--- config.mk ---
export PLATFORM = sky130hd
export DESIGN_NAME = dws_store_seq
export DESIGN_NICKNAME = d
export VERILOG_FILES = /design/src/rtl/dws_pkg.sv /design/src/rtl/dws_cond_eval.sv /design/src/rtl/dws_addr_gen.sv /design/src/rtl/dws_beat_sel.sv /design/src/rtl/dws_store_seq.sv
export SDC_FILE = /design/constraint.sdc
export NUM_CORES = 1
export LEC_CHECK = 0
export BUFFER_PORTS_ARGS = -buffer_cell sky130_fd_sc_hd__buf_2
export CELL_PAD_IN_SITES_DETAIL_PLACEMENT = 0
export CELL_PAD_IN_SITES_GLOBAL_PLACEMENT = 1
export CORE_MARGIN = 5
export CORE_UTILIZATION = 37
export DETAILED_ROUTE_END_ITERATION = 7
export PLACE_DENSITY = 0.78
export SYNTH_ARGS = -nofsm -noshare
export SYNTH_HDL_FRONTEND = slang
export SYNTH_SLANG_ARGS = --single-unit
--- constraint.sdc ---
create_clock -name clk -period 2.35 [get_ports clk]
set_input_delay 0.47 -clock clk [delete_from_list [all_inputs] [get_ports clk]]
set_output_delay 0.47 -clock clk [all_outputs]
set_load 0.005 [all_outputs]
--- src/rtl/dws_pkg.sv ---
package dws_pkg;
    typedef enum logic [1:0] {
        ST_IDLE   = 2'd0,
        ST_FIRST  = 2'd1,
        ST_SECOND = 2'd2,
        ST_FINISH = 2'd3
    } dws_state_e;

    typedef struct packed {
        logic n;
        logic z;
        logic c;
        logic v;
    } dws_flags_t;
endpackage

--- src/rtl/dws_cond_eval.sv ---
module dws_cond_eval
    import dws_pkg::*;
(
    input  logic [3:0] cond,
    input  logic [3:0] flags,
    output logic       pass
);
    dws_flags_t f;

    always_comb begin
        f = dws_flags_t'(flags);
        unique case (cond)
            4'd0:  pass = f.z;
            4'd1:  pass = !f.z;
            4'd2:  pass = f.c;
            4'd3:  pass = !f.c;
            4'd4:  pass = f.n;
            4'd5:  pass = !f.n;
            4'd6:  pass = f.v;
            4'd7:  pass = !f.v;
            4'd8:  pass = f.c && !f.z;
            4'd9:  pass = !f.c || f.z;
            4'd10: pass = (f.n == f.v);
            4'd11: pass = (f.n != f.v);
            4'd12: pass = !f.z && (f.n == f.v);
            4'd13: pass = f.z || (f.n != f.v);
            4'd14: pass = 1'b1;
            4'd15: pass = 1'b0;
        endcase
    end
endmodule

--- src/rtl/dws_addr_gen.sv ---
module dws_addr_gen #(
    parameter int ADDR_W   = 32,
    parameter int OFF_W    = 8,
    parameter int SCALE_SH = 2
) (
    input  logic [ADDR_W-1:0] base,
    input  logic [OFF_W-1:0]  offset,
    input  logic              up,
    output logic [ADDR_W-1:0] ea_first,
    output logic [ADDR_W-1:0] ea_second,
    output logic              misaligned
);
    localparam int BEAT_BYTES = 1 << SCALE_SH;

    logic [ADDR_W-1:0] scaled;

    always_comb begin
        scaled    = ADDR_W'(offset) << SCALE_SH;
        ea_first  = up ? (base + scaled) : (base - scaled);
        ea_second = ea_first + ADDR_W'(BEAT_BYTES);
    end

    generate
        if (SCALE_SH == 0) begin : g_no_align
            assign misaligned = 1'b0;
        end else begin : g_align
            assign misaligned = |base[SCALE_SH-1:0];
        end
    endgenerate
endmodule

--- src/rtl/dws_beat_sel.sv ---
module dws_beat_sel #(
    parameter int DATA_W = 64
) (
    input  logic [DATA_W-1:0]   data,
    input  logic                big_endian,
    input  logic                second,
    output logic [DATA_W/2-1:0] beat
);
    localparam int HALF = DATA_W / 2;

    // Upper half leads in big-endian order, trails in little-endian order.
    always_comb begin
        if (big_endian ^ second)
            beat = data[DATA_W-1:HALF];
        else
            beat = data[HALF-1:0];
    end
endmodule

--- src/rtl/dws_store_seq.sv ---
module dws_store_seq
    import dws_pkg::*;
#(
    parameter int ADDR_W = 32,
    parameter int DATA_W = 64,
    parameter int OFF_W  = 8
) (
    input  logic                  clk,
    input  logic                  rst_n,
    input  logic                  start_i,
    input  logic [3:0]            cond_i,
    input  logic [3:0]            flags_i,
    input  logic                  up_i,
    input  logic [ADDR_W-1:0]     base_i,
    input  logic [OFF_W-1:0]      offset_i,
    input  logic [DATA_W-1:0]     data_i,
    input  logic                  big_endian_i,
    output logic                  mem_valid_o,
    output logic [ADDR_W-1:0]     mem_addr_o,
    output logic [DATA_W/2-1:0]   mem_wdata_o,
    input  logic                  mem_ready_i,
    input  logic                  mem_fault_i,
    output logic                  done_o,
    output logic                  abort_o,
    output logic                  misalign_o
);
    localparam int BEAT_W   = DATA_W / 2;
    localparam int SCALE_SH = $clog2(BEAT_W / 8);

    dws_state_e        state_q, state_d;
    logic              cond_pass, misaligned;
    logic [ADDR_W-1:0] ea_first, ea_second;
    logic [ADDR_W-1:0] ea1_q, ea2_q;
    logic [DATA_W-1:0] data_q;
    logic              be_q;
    logic              abort_q, misalign_q;
    logic [BEAT_W-1:0] beat;
    logic              accept;

    dws_cond_eval u_cond (
        .cond  (cond_i),
        .flags (flags_i),
        .pass  (cond_pass)
    );

    dws_addr_gen #(
        .ADDR_W   (ADDR_W),
        .OFF_W    (OFF_W),
        .SCALE_SH (SCALE_SH)
    ) u_addr (
        .base       (base_i),
        .offset     (offset_i),
        .up         (up_i),
        .ea_first   (ea_first),
        .ea_second  (ea_second),
        .misaligned (misaligned)
    );

    dws_beat_sel #(
        .DATA_W (DATA_W)
    ) u_beat (
        .data       (data_q),
        .big_endian (be_q),
        .second     (state_q == ST_SECOND),
        .beat       (beat)
    );

    assign accept = (state_q == ST_IDLE) && start_i;

    // Next-state logic
    always_comb begin
        state_d = state_q;
        unique case (state_q)
            ST_IDLE: begin
                if (start_i) begin
                    if (!cond_pass || misaligned)
                        state_d = ST_FINISH;
                    else
                        state_d = ST_FIRST;
                end
            end
            ST_FIRST: begin
                if (mem_ready_i)
                    state_d = mem_fault_i ? ST_FINISH : ST_SECOND;
            end
            ST_SECOND: begin
                if (mem_ready_i)
                    state_d = ST_FINISH;
            end
            ST_FINISH: state_d = ST_IDLE;
        endcase
    end

    // State register
    always_ff @(posedge clk or negedge rst_n) begin
        if (!rst_n)
            state_q <= ST_IDLE;
        else
            state_q <= state_d;
    end

    // Command capture and result flags
    always_ff @(posedge clk or negedge rst_n) begin
        if (!rst_n) begin
            ea1_q      <= '0;
            ea2_q      <= '0;
            data_q     <= '0;
            be_q       <= 1'b0;
            abort_q    <= 1'b0;
            misalign_q <= 1'b0;
        end else if (accept) begin
            ea1_q      <= ea_first;
            ea2_q      <= ea_second;
            data_q     <= data_i;
            be_q       <= big_endian_i;
            abort_q    <= 1'b0;
            misalign_q <= cond_pass && misaligned;
        end else if (mem_valid_o && mem_ready_i && mem_fault_i) begin
            abort_q <= 1'b1;
        end
    end

    // Outputs
    always_comb begin
        mem_valid_o = 1'b0;
        mem_addr_o  = ea1_q;
        mem_wdata_o = beat;
        done_o      = 1'b0;
        abort_o     = 1'b0;
        misalign_o  = 1'b0;
        unique case (state_q)
            ST_IDLE:   ;
            ST_FIRST:  mem_valid_o = 1'b1;
            ST_SECOND: begin
                mem_valid_o = 1'b1;
                mem_addr_o  = ea2_q;
            end
            ST_FINISH: begin
                done_o     = 1'b1;
                abort_o    = abort_q;
                misalign_o = misalign_q;
            end
        endcase
    end
endmodule

# == After elaboration in Yosys (flattened, before gate mapping) ==
# Index checks and enable logic that the tools add are counted.
# word_totals
regBits,133
in_bits,119
output_inout_bits,68
wordCells,70
# classes
n_addsub,3
eq_ne,23
mux,16
bitwise_logic,1
reduce_logical,20
# op_table
cell,n
32-bit two-way mux,3
32-bit by 10-bit adder with 32-bit output,1
"32-bit by 3-bit adder with 32-bit output, second input constant",1
"4-bit equality test, second input constant",8
32-bit by 10-bit subtractor with 32-bit output,1
"4-bit by 3-bit equality test with 1-bit output, second input constant",4
1-bit one-hot mux with 16 select lines,1
"4-bit by 2-bit equality test with 1-bit output, second input constant",2
2-bit two-way mux,4
2-bit one-hot mux with 4 select lines,1
1-bit two-way mux,7
1-bit logical AND,6
"2-bit != test, second input constant",3
1-bit zero test,5
"2-bit equality test, second input constant",2
"4-bit by 1-bit equality test with 1-bit output, second input constant",1
4-bit zero test,1
2-bit OR reduction,2
1-bit logical OR,3
3-bit AND reduction,1
"2-bit by 1-bit equality test with 1-bit output, second input constant",1
2-bit zero test,1
2-bit nonzero test,1
1-bit equality test,1
2 further kinds,2

# == Logic depth before layout (Yosys ltp) ==
# Gate-level depths: netlist of the first run.
# depth
depth_word,8
ltp_mapped,19
depth_no_buf,17

# == Modules after synthesis ==
# Synthesis of the first run repeated with hierarchy kept, for this count alone.
# unflattened
cells_unflattened,762
area_unflattened_um2,8969.9
# by_module_without_submodules
mod,instances,cells_each,area_per_inst_um2,seq_area_each_um2
dws_store_seq,1,336,5796.8,3328.2
dws_addr_gen,1,367,2600.0,0.0
dws_beat_sel,1,36,417.9,0.0
dws_cond_eval,1,23,155.1,0.0

# == Worst setup path before layout of the first run ==
# Ideal clock, no wire load.
# synth_path
kind,in2reg
from,in offset_i[3]
to,reg ea2_q[29]
setup_ps,82
arrival_time_ps,4401
required_ps,2268
path_slack_ps,-2133
stages,17
path_buffers,1
cell_sequence,nor2_1 -> nor4b_1 -> nor3b_1 -> ha_1 -> mux2_2 -> ha_1 -> a21o_2 -> a21bo_2 -> a22oi_1 -> nand3_1 -> xor2_1 -> nand3b_1 -> nor4bb_1 -> buf_2 -> nand3_2 -> or4_1 -> a31oi_1
# synth_between
elab_chain_cells,3
elab_cells_between_ends,4
cone_classes,add/sub (3); mux (1)
# synth_rtl
item,line,source
"start, declared",dws_store_seq.sv:15,"input logic [OFF_W-1:0] offset_i,"
32-bit by 10-bit subtractor with 32-bit output / 32-bit by 10-bit adder with 32-bit output (equally long branches),dws_addr_gen.sv:19,ea_first = up ? (base + scaled) : (base - scaled);
32-bit two-way mux *,dws_addr_gen.sv:19,
32-bit by 3-bit adder with 32-bit output *,dws_addr_gen.sv:20,ea_second = ea_first + ADDR_W'(BEAT_BYTES);
"end signal, assigned",dws_store_seq.sv:113,ea2_q <= ea_second;
"end, declared",dws_store_seq.sv:33,"logic [ADDR_W-1:0] ea1_q, ea2_q;"
# Mark *: on every way between the ends. The rest lies on a longest branch, timed or not.
# A chain may end at the register's enable or synchronous reset.

# == Final worst setup path of the first run ==
# layout_path
from,in offset_i[2]
to,reg ea2_q[29]
# Same word-level chain as after synthesis.

==> results of run 1 <==
-- through the flow --
stage	power [mW]	TNS (ns)	hold slack, ns	cells	setup slack [ns]
2_1_floorplan	7.34	-41.67	0.174	983	-1.72
3_3_place_gp	9.88	-61.87	0.348	1601	-1.90
3_5_place_dp	10.0	-63.74	0.355	1601	-1.96
4_1_cts	14.8	-44.28	0.220	1670	-1.46
5_1_grt	16.5	-50.51	0.217	1674	-1.61
6_report	15.5	-42.92	0.242	1675	-1.54
-- worst register-to-register path, delay by kind of cell, from the launching register on --
family / cells / cell delay (ns)
AO/OA/AOI/OAI: 1 / 0.17
adder cells (fa/ha/maj): 1 / 0.24
AND/OR/NAND/NOR: 1 / 0.31
buffers and inverters: 4 / 0.75
flip-flops: 1 / 0.37
-- logic make-up (layout without fill, tap and decap cells) --
family                     after synthesis  count (layout)  synth area share (%)
and+or+nand+nor                        454             454                  23.6
AOI/OAI and AO/OA                      169             169                  13.1
DFF                                    131             131                  39.0
buffers and inverters                   68             474                  3.20
muxes                                   66              66                  8.84
xor gates and xnor gates                57              57                  6.52
adders and majority gates               38              38                  5.74
other                                    0               1                     0
-- state kept, by name, summed over array words and instances (netlist names) --
signal,flops
ea1_q,32
misalign_q,1
be_q,1
data_q,64
ea2_q,30
state_q,2
abort_q,1
-- worst paths after layout --
path	from	end	slack, ns
setup / recovery	offset_i[2]	ea2_q[29]	-1.54
min in group asynchronous	rst_n	ea1_q[1]	0.50
hold / removal	data_i[19]	data_q[19]	0.24
hold reg to reg	ea1_q[5]	ea1_q[5]	0.47
max in group asynchronous	rst_n	state_q[1]	1.22
setup reg to reg	state_q[0]	ea2_q[9]	0.36
-- final cells by class --
type | count | area [um2] | area share, %
Clock buffer | 19 | 453 | 3.28
Antenna cell | 1 | 2.50 | 0.0181
Sequential cell | 131 | 3280 | 23.7
Timing Repair Buffer | 425 | 3440 | 24.9
Clock inverter | 12 | 155 | 1.12
Tap cell | 285 | 357 | 2.58
Multi-Input combinational cell | 784 | 6050 | 43.8
Inverter | 18 | 85.1 | 0.615
-- where the power goes --
part           total (mW)  internal [mW]  switching [mW]
Clock                2.73           1.72            1.00
Sequential           3.86           3.30           0.556
Combinational        8.93           5.16            3.78
-- cell usage after synthesis, types with 4 or more instances --
cell	number	share of area, %
nor4_1	6	0.45
nand3_1	10	0.60
clkbuf_1	36	1.6
xnor2_1	34	3.5
a311oi_1	4	0.42
nor2_1	34	1.5
and2_1	14	1.0
nor3_1	8	0.48
nand2_1	329	15
ha_1	37	5.5
xor2_1	18	1.9
nand4_1	15	1.1
buf_2	8	0.48
o21a_1	9	0.80
dfrtp_1	131	39
mux2_2	66	8.8
or3_1	7	0.52
a21o_1	8	0.71
and3_1	6	0.45
a21oi_1	38	2.3
o21bai_1	6	0.54
inv_1	18	0.80
a31oi_1	8	0.60
o21ai_0	56	3.3
buf_1	5	0.22
-- metal layers --
| layer | global-route usage, % | up-vias | routed length, um |
|---|---|---|---|
| li1 | - | 4158 | - |
| met1 | 24.8 | 3850 | 11700 |
| met2 | 33.7 | 168 | 12800 |
| met3 | 3.82 | 34 | 951 |
| met4 | 5.74 | 0 | 395 |
| met5 | 0 | - | 0 |
-- timing repair --
action	in CTS	in global routing
resized for setup	204	116
endpoints found under the setup margin	110	111
hold buffers	1	0
hold endpoints to repair	14	0
gates cloned	3	3
buffers inserted	38	22
pin swaps	66	52
==> results.md, run 1 <==
* Post-DP HPWL at 18.3 mm
* R2R depth at 7
* PnR worst setup slack at -1.54 ns
* Via count at 8210
* Pin slew with the least headroom to its limit at 0.433 ns
* Pwr dens at 1120 mW/mm2
* Die Area at 0.0258 mm2
* Die Wd at 161 um
* Area grow syn2layout at 64.4%
* Total congestion overflow at 0
* Num rows at 55
* Yosys Warn Count at 0
* Status: finished with violations
* Leak at 6.80 nW
* Final Cycle Share at 166%
* Initial core utilization at 37.4%
* Critical Path Start Type: input port
* Pin count of the biggest net entering global routing at 67
* Flops & latches, synth at 131
* Ys flop type: dfrtp_1
* Gate Count Post-Synth at 983
* CP peak stage delay at 0.56 ns
* Async SR Flop Fraction at 100%
* Placed cell area at 0.0113 mm2
* Max_cap viols at 0
* Filler instances at 1852
* First-pass GRT wire length at 41.5 mm
* Final wirelength at 25.8 mm
* Nets at 1534
* Crit Path Category: in2reg
* Hold Fails Final Rpt at 0
* Vias per inst at 4.90
* Final Cell Area at 0.0138 mm2
* Highest clock rate at 0.257 GHz
* Synth unique cells at 78
* Placer Congestion at 0.846
* Most frequent cells in the layout: 313 x nand2_1, 186 x buf_4, 130 x dfrtp_1
* Syn avg cell area at 8.55 um2
* Final Core Density at 61.4%
* Rel. slew slack at 71.0%
* IO buf count at 186
* Commonest non-fill, non-tap cell in the layout: nand2_1
* Arrival time worst endpoint at 4.23 ns
* CTS tree: built
* Worst EP required at 2.69 ns
* Mapped Area at 0.00841 mm2
* Fin. max-slew vios at 0
* Failing checks: setup timing
* DIE HEIGHT at 161 um
* # IOs at 187
* WL/cell at 15.4 um
* Vias in the first global route at 8369
* Share of layout cells above drive strength 1 at 49.0%
* CTS H-tree depth at 4
* Post-route ant nets at 0
* Cells along the critical path: buf_8 -> nor2_4 -> nor4b_4 -> nor3b_2 -> ha_1 -> mux2_4 -> ha_4 -> a21o_4 -> a21o_1 -> a311o_1 -> or4_4 -> nor4_4 -> nand3_2 -> or4_1 -> a31oi_1
* Post-synth EDFFs at 0
* Hold Crit Depth at 3
* Global Route Usage Sum at 19.5%
* Seq/Total Area, Yosys at 39.0%
* Top delay family on crit path: simple AND/OR/NAND/NOR gates
* RSZ-0062 raised after global routing: yes
* Inserted Clock Buffers at 17
* Crit end category: flop
* # clock sinks at 131
* Final Setup Violations at 80
* CTS max path bufs at 2
* Slowest-stage cell, CP: or4_4
* Hold Crit Class: in2reg
* Clk pin slew, worst setup/hold paths at 0.06 ns
* Initial drt markers at 318
* Crit path max fanout at 5
* Clock Skews at 0.00917 ns
* VDD IR-drop max at 0.593 mV
* CTS root buf: clkbuf_16
* Final Critical Period at 3.89 ns
* Core area at 0.0225 mm2
* WP buf/inv at 1
* Pre-antenna DRT Iters at 4
* DRC viols at 0
* Syn Nets at 1140
* Cell depth of the worst setup path at 15
* Initial antenna violation count at 0
* Skew-Pair Late Insertion Delay at 0.42 ns
(Power assumes the default switching activity.)
==> run 2, diff against run 1 <==
--- a/config.mk
+++ b/config.mk
@@ -9,9 +9,10 @@
 export CELL_PAD_IN_SITES_DETAIL_PLACEMENT = 0
 export CELL_PAD_IN_SITES_GLOBAL_PLACEMENT = 1
 export CORE_MARGIN = 5
-export CORE_UTILIZATION = 37
+export CORE_UTILIZATION = 41
 export DETAILED_ROUTE_END_ITERATION = 7
-export PLACE_DENSITY = 0.78
+export GPL_ROUTABILITY_DRIVEN = 1
+export PLACE_DENSITY = 0.82
 export SYNTH_ARGS = -nofsm -noshare
 export SYNTH_HDL_FRONTEND = slang
 export SYNTH_SLANG_ARGS = --single-unit
==> constraint.sdc (replaced) <==
create_clock -name clk -period 4.36 [get_ports clk]
set_input_delay 0.872 -clock clk [delete_from_list [all_inputs] [get_ports clk]]
set_output_delay 0.872 -clock clk [all_outputs]
set_load 0.005 [all_outputs]
==> run 2 against run 1 <==
  * The flow now finishes without violations
  * Clock skew down 0.0030 ns
  * Clock-buffer cell count shrank 1
  * Die area is 9.2% lower
  * Via count fell by 5.4%
  * Cell area shrank 18%
  * Critical path depth is 2 higher
  * Combinational power is 65% lower
  * Final cell count shrank 6.4%
  * Critical path type unchanged
==> results.md, run 2 (synthesis gave the netlist of run 1 again) <==
* Largest reg by FF count: data_q
* Worst EP required at 4.69 ns (+2.00 ns)
* Final Cycle Share at 96.9%
* Final Setup Violations at 0 (-100%)
* Post-DP HPWL at 17.2 mm (-6.1%)
* Vias in the first global route at 7684 (-8.2%)
* Initial antenna violation count at 0 (unchanged)
* Clk pin slew, worst setup/hold paths at 0.06 ns (about the same)
* Total congestion overflow at 0 (unchanged)
* Core area at 0.0202 mm2 (-10%)
* # IOs at 187 (unchanged)
* Die Area at 0.0235 mm2 (-9.2%)
* Placer Congestion at 0.899 (+6.2%)
* Hold Path Origin: ea2_q[17]
* Placed insts at 1531 (-4.4%)
* Max_cap viols at 0 (unchanged)
* First-pass GRT wire length at 37.4 mm (-9.7%)
* # clock sinks at 131 (unchanged)
* Final wirelength at 22.5 mm (-13%)
* VDD IR-drop max at 0.296 mV (-50%)
* CTS tree: built
* Highest clock rate at 0.237 GHz
* Crit Path Category: in2reg
* Post-route ant nets at 0 (unchanged)
* Max reg flops at 64 (unchanged)
* Min-Delay Endpoint: ea2_q[17]
* IO buf count at 186 (unchanged)
* Skew-Pair Late Insertion Delay at 0.41 ns (about the same)
* DRC viols at 0 (unchanged)
* CTS root buf: clkbuf_16
* Antenna cells at 0 (-1)
* Final Critical Period at 4.23 ns
* Initial core utilization at 41.6% (+4.2 points)
* Pin slew with the least headroom to its limit at 0.925 ns (+0.491 ns)
* Arrival time worst endpoint at 4.56 ns (+0.33 ns)
* Slowest-stage cell, CP: or4_4
* Most frequent cells in the layout: 328 x nand2_1, 185 x buf_2, 146 x buf_4
* Top flop regs: data_q x64, ea1_q x32, ea2_q x30
* CTS H-tree depth at 4 (unchanged)
* Clock Skews at 0.00618 ns (-0.00300 ns)
* Filler instances at 1904 (+2.8%)
* CTS max path bufs at 2 (unchanged)
* Vias per inst at 4.95 (+1.0%)
* Hold Crit Class: reg2reg
* Via count at 7764 (-5.4%)
* Worst R2R End: data_q[26]
* Reg2Reg Setup Slack at 1.94 ns (+1.58 ns)
* R2R depth at 6 (-1)
* Initial drt markers at 252 (-21%)
* Die Wd at 153 um (-4.7%)
* Fin. max-slew vios at 0 (unchanged)
* Pwr dens at 581 mW/mm2 (-48%)
* Nets at 1442 (-6.0%)
* Global Route Usage Sum at 19.0% (-0.48 points)
* Cells along the critical path: buf_2 -> nor2_4 -> nor4b_4 -> nor3b_2 -> ha_1 -> mux2_4 -> ha_4 -> a21o_4 -> a21bo_4 -> inv_2 -> a21oi_1 -> nand4b_1 -> or4_4 -> nor4_4 -> nand3_2 -> or4_1 -> a31oi_1
* RSZ-0062 raised after global routing: yes
* Inserted Clock Buffers at 17 (unchanged)
* Crit end category: flop
* Pin count of the biggest net entering global routing at 101 (+51%)
* Area grow syn2layout at 35.4%
* Num rows at 52 (-5.5%)
* CP peak stage delay at 0.47 ns (-0.09 ns)
* Hold Crit Depth at 2 (-1)
* Commonest non-fill, non-tap cell in the layout: nand2_1
* Total power at 6.61 mW (-57%)
* Share of layout cells above drive strength 1 at 37.1% (-12 points)
* Pre-antenna DRT Iters at 5 (+1)
* WL/cell at 14.3 um (-6.9%)
* RR Startpoint: state_q[1]
* DIE HEIGHT at 153 um (-4.7%)
* Hold Fails Final Rpt at 0 (unchanged)
* Hold-fix buffers at CTS at 0 (-1)
* Critical Path Start Type: input port
* Post-route insts no fill at 1568 (-6.4%)
* Leak at 5.75 nW (-15%)
* Crit path max fanout at 5 (unchanged)
* Rel. slew slack at 38.4% (-33 points)
* Status: finished clean
## run 2: cell types whose count changed in the layout (fill, tap and decap cells not counted), sizes merged
cell	delta
buf	-89
inv	+6
clkinv	-5
clkbuf	-3
clkinvlp	+2
bufinv	-1
diode	-1
dlygate4sd3	-1
## run 2: worst max-delay path by stage
stage	slack [ns]	end	cells past startpoint	from
floorplan	-0.11	ea2_q[29]	15	offset_i[3]
detailed placement	-0.41	ea2_q[31]	17	offset_i[3]
global placement	-0.32	ea2_q[29]	17	offset_i[3]
global route	-0.1	ea2_q[31]	19	offset_i[1]
finish	0.13	ea2_q[29]	17	offset_i[3]
CTS	0.03	ea2_q[31]	17	offset_i[3]
## run 2: final cells by class
| type | count | area (um2) | area share [%] |
|---|---|---|---|
| multi-input combinational | 784 | 5050 | 44.3 |
| sequential | 131 | 3280 | 28.8 |
| timing repair buffer | 333 | 2060 | 18.1 |
| clock buffer | 18 | 429 | 3.77 |
| tap | 270 | 338 | 2.97 |
| clock inverter | 14 | 165 | 1.45 |
| inverter | 18 | 67.6 | 0.593 |
## run 2: routing by layer
metal / global-route usage, % / share of wire, % / up-vias
met2: 30.1 / 46 / 196
met5: 0 / 0 / -
met3: 3.48 / 4.9 / 30
met4: 5.47 / 1.9 / 0
met1: 26.7 / 48 / 3572
li1: - / - / 3966
## run 2: repair_timing
item / CTS / global route
buffers inserted: 0 / 5
hold endpoints to repair: 0 / 0
setup endpoints to repair: 0 / 8
resized for setup: 0 / 21
## run 2: worst max-delay path: cells and delay by family
kind | cells | cell delay (ns)
mux | 1 | 0.28
fa+ha+maj | 2 | 0.49
compound gates | 4 | 0.69
simple gates | 8 | 2.03
buf+inv | 2 | 0.18
## run 2: metrics by stage
stage	util (%)	setup slack (ns)	setup TNS [ns]	hold slack (ns)	cell area, um2
CTS	55.7	0.0253	0	0.464	11300
global route	56.3	-0.0966	-0.295	0.488	11400
detailed placement	52.7	-0.406	-3.66	0.450	10700
floorplan	-	-0.111	-0.183	0.433	8490
global placement	52.7	-0.316	-2.18	0.445	10700
finish	56.3	0.135	0	0.461	11400
## run 2: where the power goes
| group | leakage (nW) | internal (mW) | switching (mW) | total (mW) |
|---|---|---|---|---|
| combinational | 3.84 | 1.55 | 1.58 | 3.13 |
| sequential | 1.63 | 1.78 | 0.271 | 2.05 |
| clock | 0.279 | 0.860 | 0.577 | 1.44 |
==> run 3, diff against run 2 <==
--- a/config.mk
+++ b/config.mk
@@ -10,6 +10,7 @@
 export CELL_PAD_IN_SITES_GLOBAL_PLACEMENT = 1
 export CORE_MARGIN = 5
 export CORE_UTILIZATION = 41
+export CTS_BUF_LIST = sky130_fd_sc_hd__clkbuf_16
 export DETAILED_ROUTE_END_ITERATION = 7
 export GPL_ROUTABILITY_DRIVEN = 1
 export PLACE_DENSITY = 0.82
==> constraint.sdc (replaced) <==
create_clock -name clk -period 4.36 [get_ports clk]
set_input_delay 1.09 -clock clk [delete_from_list [all_inputs] [get_ports clk]]
set_output_delay 1.09 -clock clk [all_outputs]
set_load 0.005 [all_outputs]
==> run 3 against run 2 <==
  * The run now ends with setup timing left
  * Clock skew up 0.00053 ns
  * Cell area grew 3.3%
  * Global-route usage grew 0.46 points
  * Critical path type unchanged
  * First-iteration DRC count grew 16%
  * Wire length increased by 2.8%
  * Largest power group unchanged
  * Via count rose by 0.68%
  * Sequential cell count did not move
  * Clock-buffer cell count down 1
  * Critical path depth unchanged
==> results.md, run 3 (synthesis gave the netlist of run 1 again) <==
* Status: finished with violations
* Failing checks: setup timing
* Crit path max fanout at 5 (unchanged)
* DIE HEIGHT at 153 um (unchanged)
* Vias in the first global route at 7780 (+1.2%)
* # IOs at 187 (unchanged)
* Pin count of the biggest net entering global routing at 95 (-5.9%)
* Final Cycle Share at 100% (+3.4 points)
* First-pass GRT wire length at 38.3 mm (+2.2%)
* Final Setup Violations at 2 (+2)
* Net switching power at 2.44 mW (+0.48%)
* Clock Skews at 0.00670 ns (+0.000527 ns)
* CTS max path bufs at 2 (unchanged)
* RSZ-0062 raised after global routing: yes
* Clk pwr share at 21.7% (about the same)
* Nets at 1465 (+1.6%)
* Arrival time worst endpoint at 4.72 ns (+0.16 ns)
* Num rows at 52 (unchanged)
* Hold WS at 0.461 ns (+0.000670 ns)
* Hold Fails Final Rpt at 0 (unchanged)
* Total congestion overflow at 0 (unchanged)
* Largest reg by FF count: data_q
* R2R depth at 5 (-1)
* Max reg flops at 64 (unchanged)
* Global Route Usage Sum at 19.4% (+0.46 points)
* Net Sw Frac at 36.4% (-0.35 points)
* Filler instances at 1814 (-4.7%)
* Crit end category: flop
* Crit Path Category: in2reg
* Final wirelength at 23.1 mm (+2.8%)
* Critical Path Start Type: input port
* Post-route ant nets at 0 (unchanged)
* Skew-Pair Late Insertion Delay at 0.41 ns (about the same)
* Area grow syn2layout at 39.9%
* # clock sinks at 131 (unchanged)
* Clk pin slew, worst setup/hold paths at 0.06 ns (about the same)
* Worst R2R End: ea2_q[6]
* Pwr dens at 570 mW/mm2 (-1.8%)
* Initial core utilization at 41.6% (unchanged)
* PnR worst setup slack at -0.0144 ns (-0.149 ns)
* Via count at 7817 (+0.68%)
* Highest clock rate at 0.229 GHz (-3.4%)
* Antenna cells at 0 (unchanged)
* Worst EP required at 4.70 ns (about the same)
* Commonest non-fill, non-tap cell in the layout: nand2_1
* Initial drt markers at 292 (+16%)
* RR Startpoint: state_q[1]
* Final Core Density at 58.2% (+1.9 points)
* Post-DP HPWL at 17.3 mm (+0.86%)
* WL/cell at 14.6 um (+1.4%)
* Reg2Reg Setup Slack at 2.14 ns (+0.20 ns)
* Initial antenna violation count at 0 (unchanged)
* CP Capture Point: ea2_q[31]
* IO buf count at 186 (unchanged)
* Crit. Startpoint: offset_i[3]
* Int Pwr at 4.27 mW (+2.0%)
* Die Wd at 153 um (unchanged)
* Inserted Clock Buffers at 17 (unchanged)
* Rel. slew slack at 38.1% (-0.21 points)
* Hold Crit Class: reg2reg
* Fin. max-slew vios at 0 (unchanged)
* VDD IR-drop max at 0.299 mV (+1.3%)
* Placer Congestion at 0.914 (+1.7%)
* Pin slew with the least headroom to its limit at 0.928 ns (+0.00315 ns)
* Max_cap viols at 0 (unchanged)
* CTS H-tree depth at 4 (unchanged)
* CTS root buf: clkbuf_16
* Leak at 5.91 nW (+2.7%)
* Vias per inst at 4.92 (-0.71%)
* CTS tree: built
* Most frequent cells in the layout: 325 x nand2_1, 183 x buf_2, 167 x buf_4
* Final Critical Period at 4.37 ns (+0.149 ns)
* Core area at 0.0202 mm2 (unchanged)
* Top flop regs: data_q x64, ea1_q x32, ea2_q x30
* Final Cell Area at 0.0118 mm2 (+3.3%)
* Share of layout cells above drive strength 1 at 40.1% (+2.9 points)
* Logic pwr share at 47.6% (+0.3 points)
* Placed cell area at 0.0108 mm2 (+1.2%)
* DRC viols at 0 (unchanged)
* Die Area at 0.0235 mm2 (unchanged)
* Register share of total power at 30.7% (-0.3 points)
* Pre-antenna DRT Iters at 5 (unchanged)
==> run 3: worst max-delay path: stages <==
cell and delay, ns:
buf_8 0.10, nor2_4 0.10, nor4b_4 0.21, nor3b_2 0.20
ha_1 0.24, mux2_4 0.29, ha_4 0.30, a21o_4 0.15
nor3_2 0.05, a21o_1 0.16, a311o_1 0.29, or4_4 0.56
nor4_4 0.24, buf_4 0.18, nand4_1 0.10, or3_1 0.32
a31oi_1 0.16
==> run 3: metrics by stage <==
step                std cells  total power, mW  setup WS (ns)  TNS, ns
floorplan                 983             3.91         -0.328    -1.08
global placement         1549             5.16         -0.519    -5.51
detailed placement       1549             5.23         -0.596    -6.52
CTS                      1586             6.73        -0.0399  -0.0571
global route             1590             7.24         -0.182    -1.17
finish                   1590             6.71        -0.0144  -0.0238
==> run 3: what timing repair did <==
item | CTS | global route
hold buffers | 0 | 0
gates resized for setup | 7 | 54
endpoints found under the setup margin | 4 | 16
buffers inserted | 6 | 4
pin swaps | 9 | 18
cloned | 0 | 0
endpoints found under the hold margin | 0 | 0
==> run 3: final cells by class <==
type | instances | area, um2 | share of cell area [%]
flip-flops and latches | 131 | 3280 | 27.9
clock buffers | 17 | 425 | 3.61
multi-input cells | 784 | 5230 | 44.5
well taps | 270 | 338 | 2.87
inverters | 18 | 67.6 | 0.574
repair buffers | 356 | 2250 | 19.1
clock inverters | 14 | 179 | 1.52
==> run 3: layer usage <==
layer	part of all wire, %	vias to the layer above	GRT usage [%]
li1	-	4019	-
met1	47	3582	26.7
met2	47	192	31.7
met3	4.3	24	3.59
met4	1.3	0	5.05
met5	0	-	0
==> run 3: worst min path at each step <==
stage | from | cells after the start | endpoint | slack (ns)
CTS | ea2_q[17] | 2 | ea2_q[17] | 0.46
global placement | ea2_q[17] | 2 | ea2_q[17] | 0.44
global route | ea1_q[29] | 2 | ea1_q[29] | 0.48
detailed placement | ea2_q[17] | 2 | ea2_q[17] | 0.45
finish | ea2_q[17] | 2 | ea2_q[17] | 0.46
floorplan | ea2_q[17] | 2 | ea2_q[17] | 0.43
==> run 3: power groups by stage <==
stage          clock network (mW)  registers [mW]  logic (mW)
2_1_floorplan                   0            1.99        1.92
3_3_place_gp                    0            2.04        3.12
3_5_place_dp                    0            2.08        3.15
4_1_cts                      1.49            2.06        3.18
5_1_grt                      1.54            2.13        3.57
6_report                     1.45            2.06        3.19
